===== src/rtl/rn_pkg.sv =====
`timescale 1ns/1ps
package rn_pkg;
    parameter int unsigned NUM_ARCH  = 8;
    parameter int unsigned NUM_PHYS  = 16;
    parameter int unsigned NUM_LANES = 2;

    localparam int unsigned AREG_W     = $clog2(NUM_ARCH);
    localparam int unsigned TAG_W      = $clog2(NUM_PHYS);
    localparam int unsigned FL_DEPTH   = NUM_PHYS - NUM_ARCH;
    localparam int unsigned FL_PTR_W   = (FL_DEPTH > 1) ? $clog2(FL_DEPTH) : 1;
    localparam int unsigned FL_CNT_W   = $clog2(FL_DEPTH + 1);
    localparam int unsigned LANE_CNT_W = $clog2(NUM_LANES + 1);
    localparam int unsigned LANE_IDX_W = (NUM_LANES > 1) ? $clog2(NUM_LANES) : 1;

    typedef logic [AREG_W-1:0]   areg_t;
    typedef logic [TAG_W-1:0]    ptag_t;
    typedef logic [FL_PTR_W-1:0] flptr_t;
    typedef logic [FL_CNT_W-1:0] flcnt_t;
endpackage


===== src/rtl/rn_free_list.sv =====
`timescale 1ns/1ps
module rn_free_list
    import rn_pkg::*;
(
    input  logic                          clk,
    input  logic                          rst_n,
    input  logic [LANE_CNT_W-1:0]         pop_n,
    input  logic [NUM_LANES-1:0]          push_v,
    input  ptag_t [NUM_LANES-1:0]         push_tag,
    input  logic                          rebuild,
    input  logic [NUM_PHYS-1:0]           used_mask,
    output ptag_t [NUM_LANES-1:0]         peek_tag,
    output flcnt_t                        count
);
    typedef struct packed {
        ptag_t [FL_DEPTH-1:0] slot;
        flptr_t               head;
        flptr_t               tail;
        flcnt_t               count;
    } fl_state_t;

    fl_state_t st_d, st_q;

    function automatic flptr_t wrap(input int unsigned v);
        return flptr_t'(v % FL_DEPTH);
    endfunction

    function automatic fl_state_t reset_state();
        fl_state_t s;
        s = '0;
        for (int unsigned i = 0; i < FL_DEPTH; i++) begin
            s.slot[i] = ptag_t'(NUM_ARCH + i);
        end
        s.count = flcnt_t'(FL_DEPTH);
        return s;
    endfunction

    // next-state: either a rebuild from the committed map or pop/push
    always_comb begin
        int unsigned pushes;
        int unsigned fill;
        st_d   = st_q;
        pushes = 0;
        fill   = 0;
        if (rebuild) begin
            for (int unsigned t = 0; t < NUM_PHYS; t++) begin
                if (!used_mask[TAG_W'(t)] && fill < FL_DEPTH) begin
                    st_d.slot[flptr_t'(fill)] = ptag_t'(t);
                    fill++;
                end
            end
            st_d.head  = '0;
            st_d.tail  = wrap(fill);
            st_d.count = flcnt_t'(fill);
        end else begin
            for (int unsigned i = 0; i < NUM_LANES; i++) begin
                if (push_v[i]) begin
                    st_d.slot[wrap(32'(st_q.tail) + pushes)] = push_tag[i];
                    pushes++;
                end
            end
            st_d.head  = wrap(32'(st_q.head) + 32'(pop_n));
            st_d.tail  = wrap(32'(st_q.tail) + pushes);
            st_d.count = flcnt_t'(32'(st_q.count) + pushes - 32'(pop_n));
        end
    end

    always_ff @(posedge clk or negedge rst_n) begin
        if (!rst_n) begin
            st_q <= reset_state();
        end else begin
            st_q <= st_d;
        end
    end

    always_comb begin
        for (int unsigned i = 0; i < NUM_LANES; i++) begin
            peek_tag[i] = st_q.slot[wrap(32'(st_q.head) + i)];
        end
        count = st_q.count;
    end
endmodule


===== src/rtl/rn_map_table.sv =====
`timescale 1ns/1ps
module rn_map_table
    import rn_pkg::*;
(
    input  logic                   clk,
    input  logic                   rst_n,
    input  logic [NUM_LANES-1:0]   wr_en,
    input  areg_t [NUM_LANES-1:0]  wr_arch,
    input  ptag_t [NUM_LANES-1:0]  wr_tag,
    input  logic [NUM_LANES-1:0]   cm_en,
    input  areg_t [NUM_LANES-1:0]  cm_arch,
    input  ptag_t [NUM_LANES-1:0]  cm_tag,
    input  logic                   restore,
    output ptag_t [NUM_ARCH-1:0]   spec_map,
    output logic [NUM_PHYS-1:0]    used_next
);
    typedef struct packed {
        ptag_t [NUM_ARCH-1:0] spec;
        ptag_t [NUM_ARCH-1:0] cmt;
    } map_state_t;

    map_state_t st_d, st_q;

    function automatic map_state_t reset_state();
        map_state_t s;
        for (int unsigned a = 0; a < NUM_ARCH; a++) begin
            s.spec[a] = ptag_t'(a);
            s.cmt[a]  = ptag_t'(a);
        end
        return s;
    endfunction

    // later lanes overwrite earlier ones: program order within a group
    always_comb begin
        st_d = st_q;
        for (int unsigned i = 0; i < NUM_LANES; i++) begin
            if (cm_en[i]) begin
                st_d.cmt[cm_arch[i]] = cm_tag[i];
            end
        end
        for (int unsigned i = 0; i < NUM_LANES; i++) begin
            if (wr_en[i]) begin
                st_d.spec[wr_arch[i]] = wr_tag[i];
            end
        end
        if (restore) begin
            st_d.spec = st_d.cmt;
        end
        used_next = '0;
        for (int unsigned a = 0; a < NUM_ARCH; a++) begin
            used_next[st_d.cmt[a]] = 1'b1;
        end
    end

    always_ff @(posedge clk or negedge rst_n) begin
        if (!rst_n) begin
            st_q <= reset_state();
        end else begin
            st_q <= st_d;
        end
    end

    assign spec_map = st_q.spec;
endmodule


===== src/rtl/reg_rename.sv =====
`timescale 1ns/1ps
module reg_rename
    import rn_pkg::*;
(
    input  logic                                clk,
    input  logic                                rst_n,
    input  logic                                flush,
    input  logic [NUM_LANES-1:0]                ren_valid,
    input  logic [NUM_LANES-1:0]                ren_wr,
    input  logic [NUM_LANES-1:0][AREG_W-1:0]    ren_dst,
    input  logic [NUM_LANES-1:0][AREG_W-1:0]    ren_src1,
    input  logic [NUM_LANES-1:0][AREG_W-1:0]    ren_src2,
    output logic                                ren_stall,
    output logic [NUM_LANES-1:0][TAG_W-1:0]     out_src1,
    output logic [NUM_LANES-1:0][TAG_W-1:0]     out_src2,
    output logic [NUM_LANES-1:0][TAG_W-1:0]     out_dst,
    output logic [NUM_LANES-1:0][TAG_W-1:0]     out_prev,
    output logic [NUM_LANES-1:0]                out_prev_valid,
    input  logic [NUM_LANES-1:0]                cmt_valid,
    input  logic [NUM_LANES-1:0][AREG_W-1:0]    cmt_arch,
    input  logic [NUM_LANES-1:0][TAG_W-1:0]     cmt_tag,
    input  logic [NUM_LANES-1:0][TAG_W-1:0]     cmt_prev
);
    ptag_t [NUM_ARCH-1:0]    spec_map;
    logic [NUM_PHYS-1:0]     used_next;
    ptag_t [NUM_LANES-1:0]   peek_tag;
    flcnt_t                  fl_count;
    logic [NUM_LANES-1:0]    alloc;
    logic [LANE_CNT_W-1:0]   need;
    logic [LANE_CNT_W-1:0]   pop_n;
    logic                    fire;
    logic [NUM_LANES-1:0]    map_wr;
    logic [NUM_LANES-1:0]    fl_push;

    // rename group: table read, allocation and same-group forwarding
    always_comb begin
        int unsigned slot;
        alloc = ren_valid & ren_wr;
        need  = '0;
        for (int unsigned i = 0; i < NUM_LANES; i++) begin
            need = need + LANE_CNT_W'(alloc[i]);
        end
        ren_stall = (32'(need) > 32'(fl_count));
        fire      = !ren_stall && !flush;
        slot      = 0;
        for (int k = 0; k < NUM_LANES; k++) begin
            out_dst[k] = peek_tag[LANE_IDX_W'(slot)];
            if (alloc[k]) begin
                slot++;
            end
            out_src1[k] = spec_map[ren_src1[k]];
            out_src2[k] = spec_map[ren_src2[k]];
            out_prev[k] = spec_map[ren_dst[k]];
            for (int j = 0; j < k; j++) begin
                if (alloc[j] && ren_dst[j] == ren_src1[k]) out_src1[k] = out_dst[j];
                if (alloc[j] && ren_dst[j] == ren_src2[k]) out_src2[k] = out_dst[j];
                if (alloc[j] && ren_dst[j] == ren_dst[k])  out_prev[k] = out_dst[j];
            end
            out_prev_valid[k] = alloc[k];
        end
        pop_n   = fire ? need : '0;
        map_wr  = fire ? alloc : '0;
        fl_push = flush ? '0 : cmt_valid;
    end

    rn_map_table u_map (
        .clk       (clk),
        .rst_n     (rst_n),
        .wr_en     (map_wr),
        .wr_arch   (ren_dst),
        .wr_tag    (out_dst),
        .cm_en     (cmt_valid),
        .cm_arch   (cmt_arch),
        .cm_tag    (cmt_tag),
        .restore   (flush),
        .spec_map  (spec_map),
        .used_next (used_next)
    );

    rn_free_list u_fl (
        .clk       (clk),
        .rst_n     (rst_n),
        .pop_n     (pop_n),
        .push_v    (fl_push),
        .push_tag  (cmt_prev),
        .rebuild   (flush),
        .used_mask (used_next),
        .peek_tag  (peek_tag),
        .count     (fl_count)
    );
endmodule


===== config.mk =====
export PLATFORM = sky130hd
export DESIGN_NAME = reg_rename
export DESIGN_NICKNAME = d
export VERILOG_FILES = /design/src/rtl/rn_pkg.sv /design/src/rtl/rn_free_list.sv /design/src/rtl/rn_map_table.sv /design/src/rtl/reg_rename.sv
export SDC_FILE = /design/constraint.sdc
export NUM_CORES = 1
export LEC_CHECK = 0
export BUFFER_PORTS_ARGS = -buffer_cell sky130_fd_sc_hd__buf_2
export CAP_MARGIN = 20
export CORE_MARGIN = 4
export CORE_UTILIZATION = 58
export DETAILED_ROUTE_END_ITERATION = 16
export PLACE_DENSITY = 0.81
export SLEW_MARGIN = 20
export SYNTH_ARGS = -nofsm -noshare
export SYNTH_HDL_FRONTEND = slang
export SYNTH_SLANG_ARGS = --single-unit

===== constraint.sdc =====
create_clock -name clk -period 11.5 [get_ports clk]
set_input_delay 0.575 -clock clk [delete_from_list [all_inputs] [get_ports clk]]
set_output_delay 0.575 -clock clk [all_outputs]
set_load 0.01 [all_outputs]

==> flow_metrics.py, run 1 <==
metrics = {
    "sta": {
        "skew_ns": 0.00981,
        "min_period_ns": 11.05,
        "setup_tns_ns": 0,
        "fmax_ghz": 0.0905,
        "relSlewSlack": 0.265,
        "final_max_slew_viol_count": 0,
        "finalHoldViolations": 0,
        "finalSetupViolCount": 0,
        "timing.final.ws_setup_ns": 0.447,
        "tightest_slew_ns": 1.09,
        "fin_crit_sh": 0.961,
    },
    "global_route": {
        "grt_start_max_net_pins": 78,
        "globalRouteOverflowTotal": 0,
        "gr-usage-all-layers": 0.385,
        "grt_first_pass_wirelength_mm": 79.3,
        "grt_pass1_vias": 14100,
        "antenna_found_initial": 0,
    },
    "critical_path": {
        "crit_required_ns": 11.71,
        "regToRegSetupSlack_ns": 0.82,
        "cpMostUsedCell": "ha_4",
        "ff2ff_path_depth": 51,
        "endpoint_kind": "register",
        "slowest_delay_ns": 0.59,
        "timing.rr.end": "u_fl.st_q[5]",
        "path_max_fanout": 9,
        "crit_slowest_cell": "or4_4",
        "cp.arrival_ns": 11.26,
        "r2r-start": "u_map.st_q[20]",
        "startpoint_type": "primary input",
        "path_class": "in -> reg",
    },
    "final_layout": {
        "synthToLayoutAreaGrowth_pct": 13.8,
        "fillCellCount": 1921,
        "finish.utilization": 0.679,
        "register_area_um2": 2710,
        "multi_input_area_um2": 10700,
        "finalNonFillerCells": 2139,
        "diodes": 0,
        "drive_gt1_frac": 0.246,
        "fin_nets": 1905,
    },
    "clock_tree": {
        "cts_buffer_depth": 2,
        "cts_inserted_buffers": 9,
        "cts_tree": "yes",
        "h-tree-depth": 3,
        "hold_buffers": 0,
        "cts-root-buf": "clkbuf_16",
        "cts.sinks": 106,
        "clkLatencyLatePin_ns": 0.36,
        "clkTransAtPathRegs_ns": 0.07,
    },
    "hold_path": {
        "min-delay-path-class": "in -> async",
    },
    "placed_design": {
        "dpl.hpwl_mm": 40.6,
        "portBuffers": 83,
        "dpl.cell_count": 2105,
        "gp_congestion": 1.01,
        "dpl_worst_slack_ns": -0.0638,
    },
    "logic_synthesis": {
        "syn_nets": 1800,
        "yosysWarnings": 0,
        "syn_area_um2": 13700,
        "yosysUniqueCellTypes": 104,
        "synth.avg_cell_area_um2": 7.97,
        "synthArstFlopShare": 1.00,
        "synth_edf_count": 0,
        "ys_ff_latch": 106,
        "ys.flop_type": "dfrtp_1",
        "yosysSeqAreaShare": 0.198,
        "postSynthCellCount": 1716,
    },
    "drt": {
        "routedWlPerCell_um": 24.1,
        "drt_wl_total_mm": 51.6,
        "ant_nets": 0,
        "drt_iter0_drc": 1906,
        "viasPerCell": 6.99,
        "via_count": 15000,
        "drc": 0,
        "drt_pass1_iterations": 5,
    },
    "die": {
        "ioPinCount": 84,
        "die_y_um": 162,
        "core_um2": 22900,
        "start_util": 0.597,
        "placementRows": 55,
        "die_area_um2": 26100,
        "die_x_um": 162,
    },
    "run_status": {
        "status": "finished, final reports clean",
    },
    "flow_run": {
        "max-cap-violations": 0,
    },
}
## how the worst max path moves through the flow
stage	from	to	slack, ns	cells after the start
3_3_place_gp	cmt_arch[0]	u_fl.st_q[16]	0.20	51
5_1_grt	cmt_arch[2]	u_fl.st_q[6]	-0.09	57
4_1_cts	cmt_arch[0]	u_fl.st_q[5]	0.26	50
6_report	cmt_arch[0]	u_fl.st_q[5]	0.45	54
3_5_place_dp	cmt_arch[0]	u_fl.st_q[5]	-0.06	50
2_1_floorplan	cmt_arch[0]	u_fl.st_q[16]	0.006	54
## Yosys cell counts, drive strengths merged, types with 10 or more instances
cell	instances	area share
nand3	39	0.015
nor4	24	0.013
xnor2	25	0.021
mux4	62	0.10
dfstp	45	0.086
xor2	14	0.0090
o22ai	57	0.026
mux2	33	0.027
o211ai	10	0.0055
nor3	41	0.016
and3	19	0.0087
nand2	199	0.055
or4	12	0.0069
nand4b	10	0.0075
mux2i	91	0.071
nand4	13	0.0059
buf	29	0.010
a211oi	40	0.023
and2	14	0.0064
a21o	24	0.013
a31oi	35	0.017
nand2b	11	0.0050
a21oi	128	0.047
clkbuf	61	0.017
inv	92	0.025
o21ai	86	0.031
nor2b	31	0.014
a32oi	14	0.0090
dfrtp	61	0.11
nor2	223	0.062
ha	30	0.027
## state kept, by name, indices dropped and copies added (netlist names)
signal,flops
u_map.st_q,32
u_map.spec_map,32
u_fl.count,4
u_fl.st_q,38
## placed cells by master (no fill, tap or decap), drive strengths merged, types with 11 or more instances in the layout
master	instances
nor2	223
nand2	199
buf	182
a21oi	128
inv	93
mux2i	91
o21ai	86
mux4	62
dfrtp	61
o22ai	57
dfstp	45
nor3	41
a211oi	40
nand3	39
a31oi	35
mux2	33
nor2b	31
ha	30
xnor2	25
a21o	24
nor4	24
and3	19
xor2	14
a32oi	14
and2	14
nand4	13
clkbuf	13
or4	12
nand2b	11
## cell families (layout without fill, tap and decap cells)
| family | after synthesis | after routing | share of synthesized area |
|---|---|---|---|
| compound gates | 487 | 487 | 0.238 |
| mux | 186 | 186 | 0.200 |
| fa+ha+maj | 35 | 35 | 0.0347 |
| xor+xnor | 44 | 44 | 0.0379 |
| flops | 106 | 106 | 0.198 |
| simple gates | 676 | 676 | 0.239 |
| buf+inv | 182 | 292 | 0.0521 |
## worst max-delay path: cells and delay by family
family          cells  cell delay (ns)
fa+ha+maj          12             2.82
buf+inv            13             1.35
compound gates     10             1.66
mux                10             2.10
simple gates        9             2.77
## layout make-up
type                            count  share of cell area
Multi-Input combinational cell   1428               0.686
Sequential cell                   106               0.174
Timing Repair Buffer              184              0.0757
Tap cell                          313              0.0252
Inverter                           92              0.0223
Clock buffer                       12              0.0152
Clock inverter                      4             0.00185
## layer usage
layer,global-route usage,vias to the layer above,wire [um]
li1,-,6629,-
met1,0.485,7154,19200
met2,0.638,947,24100
met3,0.0584,222,4670
met4,0.210,0,3620
met5,0,-,0
## timing repair
action                                  4_1_cts  5_1_grt
gates resized for setup                       0       26
hold endpoints to repair                      0        0
endpoints found under the setup margin        0       37
setup buffers                                 0       18
## stage by stage
stage | hold slack [ns] | area, um2
6_report | 0.136 | 15600
3_3_place_gp | 0.524 | 15000
5_1_grt | 0.160 | 15600
2_1_floorplan | 0.279 | 14000
4_1_cts | 0.146 | 15300
3_5_place_dp | 0.522 | 15000
Power of run 1 is left out: the tool's default activity adds up to more than one toggle a clock period on the data nets, which glitch-free logic cannot reach.
==> run 2, diff against run 1 <==
- PLACE_DENSITY: 0.81 -> 0.8
- SYNTH_HIERARCHICAL: unset -> 1
==> run 2 against run 1 <==
  * Global-route usage shrank 3.7 points
  * Setup slack got worse by 0.12 ns
  * Clock skew increased by 0.0017 ns
==> flow_metrics.py, run 2 <==
metrics = {
    "sta": {
        "holdWs_ns": 0.219,
        "relSlewSlack": 0.310,
        "min_period_ns": 11.17,
        "tightest_slew_ns": 1.03,
        "finalSetupViolCount": 0,
        "timing.final.ws_setup_ns": 0.331,
        "final_max_slew_viol_count": 0,
        "fin_crit_sh": 0.971,
        "rsz0062_at_grt": "yes",
        "finalHoldViolations": 0,
        "fmax_ghz": 0.0895,
        "skew_ns": 0.0116,
    },
    "final_layout": {
        "finish.utilization": 0.653,
        "mostFrequentLayoutCells": "nor2_1 (190), nand2_1 (170), o21ai_0 (105), buf_4 (83), mux2i_1 (83)",
        "drive_gt1_frac": 0.258,
        "final_common_cell": "nor2_1",
        "fin_nets": 1870,
        "diodes": 0,
        "regMostFlops": "u_fl/st_q",
        "register_area_um2": 2710,
        "synthToLayoutAreaGrowth_pct": 9.55,
        "multi_input_area_um2": 11400,
        "largest_reg_flops": 38,
        "fillCellCount": 2059,
        "design_area_um2": 16100,
    },
    "critical_path": {
        "crit_path_start": "cmt_arch[1]",
        "crit_required_ns": 11.72,
        "regToRegSetupSlack_ns": 0.56,
        "crit_buf_inv": 9,
        "cp.arrival_ns": 11.38,
        "path_class": "in -> reg",
        "path_max_fanout": 13,
        "ff2ff_path_depth": 48,
        "startpoint_type": "primary input",
        "slowest_delay_ns": 0.45,
        "critPathTopFamily": "adder cells",
        "endpoint_kind": "register",
        "cpMostUsedCell": "ha_1",
        "crit_slowest_cell": "fa_1",
        "r2r-start": "u_map/st_q[25]",
        "timing.rr.end": "u_fl/st_q[6]",
    },
    "logic_synthesis": {
        "ys.flop_type": "dfrtp_1",
        "yosysSeqAreaShare": 0.185,
        "synth_top_cells_by_area": "dfrtp_1 (10%), dfstp_2 (8.1%), mux2i_1 (7.2%)",
        "syn_area_um2": 14700,
        "yosysWarnings": 6,
        "synth_top_area_frac": 0.104,
        "synthTopCellsByCount": "nor2_1 (191), nand2_1 (170), mux2i_1 (105), o21ai_0 (105), mux2_2 (82)",
        "synthArstFlopShare": 1.00,
        "syn_nets": 1827,
        "synth_edf_count": 0,
        "postSynthCellCount": 1743,
        "synth.most_common_cell": "nor2_1",
        "synth.avg_cell_area_um2": 8.41,
        "yosysTopAreaCell": "dfrtp_1",
        "ys_ff_latch": 106,
        "yosysUniqueCellTypes": 107,
    },
    "placed_design": {
        "gp_congestion": 1.01,
        "dpl_worst_slack_ns": -0.146,
        "placed_cell_area_um2": 15400,
        "dpl.hpwl_mm": 39.6,
        "portBuffers": 83,
    },
    "die": {
        "core_um2": 24600,
        "ioPinCount": 84,
        "die_area_um2": 27900,
        "die_y_um": 167,
        "die_x_um": 167,
        "start_util": 0.596,
        "placementRows": 57,
    },
    "run_status": {
        "status": "finished, final reports clean",
    },
    "drt": {
        "drc": 0,
        "ant_nets": 0,
        "routedWlPerCell_um": 24.5,
        "drt_iter0_drc": 2066,
        "drt_wl_total_mm": 51.8,
        "drt_pass1_iterations": 7,
        "viasPerCell": 7.14,
        "via_count": 15100,
    },
    "global_route": {
        "met2_usage": 0.560,
        "grt_start_max_net_pins": 74,
        "grt_pass1_vias": 14000,
        "grt_use_met3": 0.0654,
        "busiest_layer": "met2",
        "globalRouteOverflowTotal": 0,
        "antenna_found_initial": 0,
        "gr-usage-all-layers": 0.348,
        "grt.met1_usage": 0.455,
        "grt_first_pass_wirelength_mm": 78.2,
    },
    "flow_run": {
        "max-cap-violations": 0,
    },
    "clock_tree": {
        "clkLatencyLatePin_ns": 0.37,
        "clkTransAtPathRegs_ns": 0.08,
        "cts_buffer_depth": 2,
        "cts.sinks": 106,
        "h-tree-depth": 3,
        "hold_buffers": 0,
        "cts_tree": "yes",
        "cts-root-buf": "clkbuf_16",
        "cts_inserted_buffers": 9,
    },
    "hold_path": {
        "min-delay-path-class": "in -> async",
    },
}
[run 2: stage by stage]
| step | std cells | TNS (ns) |
|---|---|---|
| after CTS | 2100 | 0 |
| after floorplan | 1743 | 0 |
| after global placement | 2084 | 0 |
| after global routing | 2115 | -0.572 |
| final | 2115 | 0 |
| after detailed placement | 2084 | -0.647 |
[run 2: area by class of cell]
type                    instances  area share
clock buffers                  10      0.0143
clock inverters                 6     0.00382
inverters                      43      0.0104
multi-input cells            1460       0.712
flip-flops and latches        106       0.169
well taps                     324      0.0252
repair buffers                166      0.0660
[run 2: worst max path at each step]
| stage | endpoint | slack [ns] | cells after the start |
|---|---|---|---|
| 2_1_floorplan | u_fl/count[2] | 0.004 | 54 |
| 3_3_place_gp | u_fl/count[2] | 0.08 | 50 |
| 3_5_place_dp | u_fl/st_q[6] | -0.15 | 50 |
| 4_1_cts | u_fl/st_q[6] | 0.21 | 51 |
| 5_1_grt | u_fl/st_q[6] | -0.1 | 52 |
| 6_report | u_fl/st_q[6] | 0.33 | 52 |
[run 2: cell families (layout without fill, tap and decap cells)]
kind of cell	Yosys count	in the layout	synth area share
buf+inv	177	225	0.0607
simple gates	674	674	0.232
xor+xnor	48	48	0.0435
flops	106	106	0.185
fa+ha+maj	35	35	0.0324
compound gates	451	451	0.206
mux	252	252	0.241
[run 2: repair_timing]
| action | CTS | global route |
|---|---|---|
| endpoints found under the setup margin | 0 | 37 |
| setup buffers | 0 | 15 |
| resized for setup | 0 | 50 |
[run 2: per-layer routing]
layer	up-vias	part of all wire
met5	-	0
met4	0	0.055
met3	207	0.11
met2	1048	0.45
met1	7202	0.39
li1	6650	-
Power of run 2 is left out for the same reason.
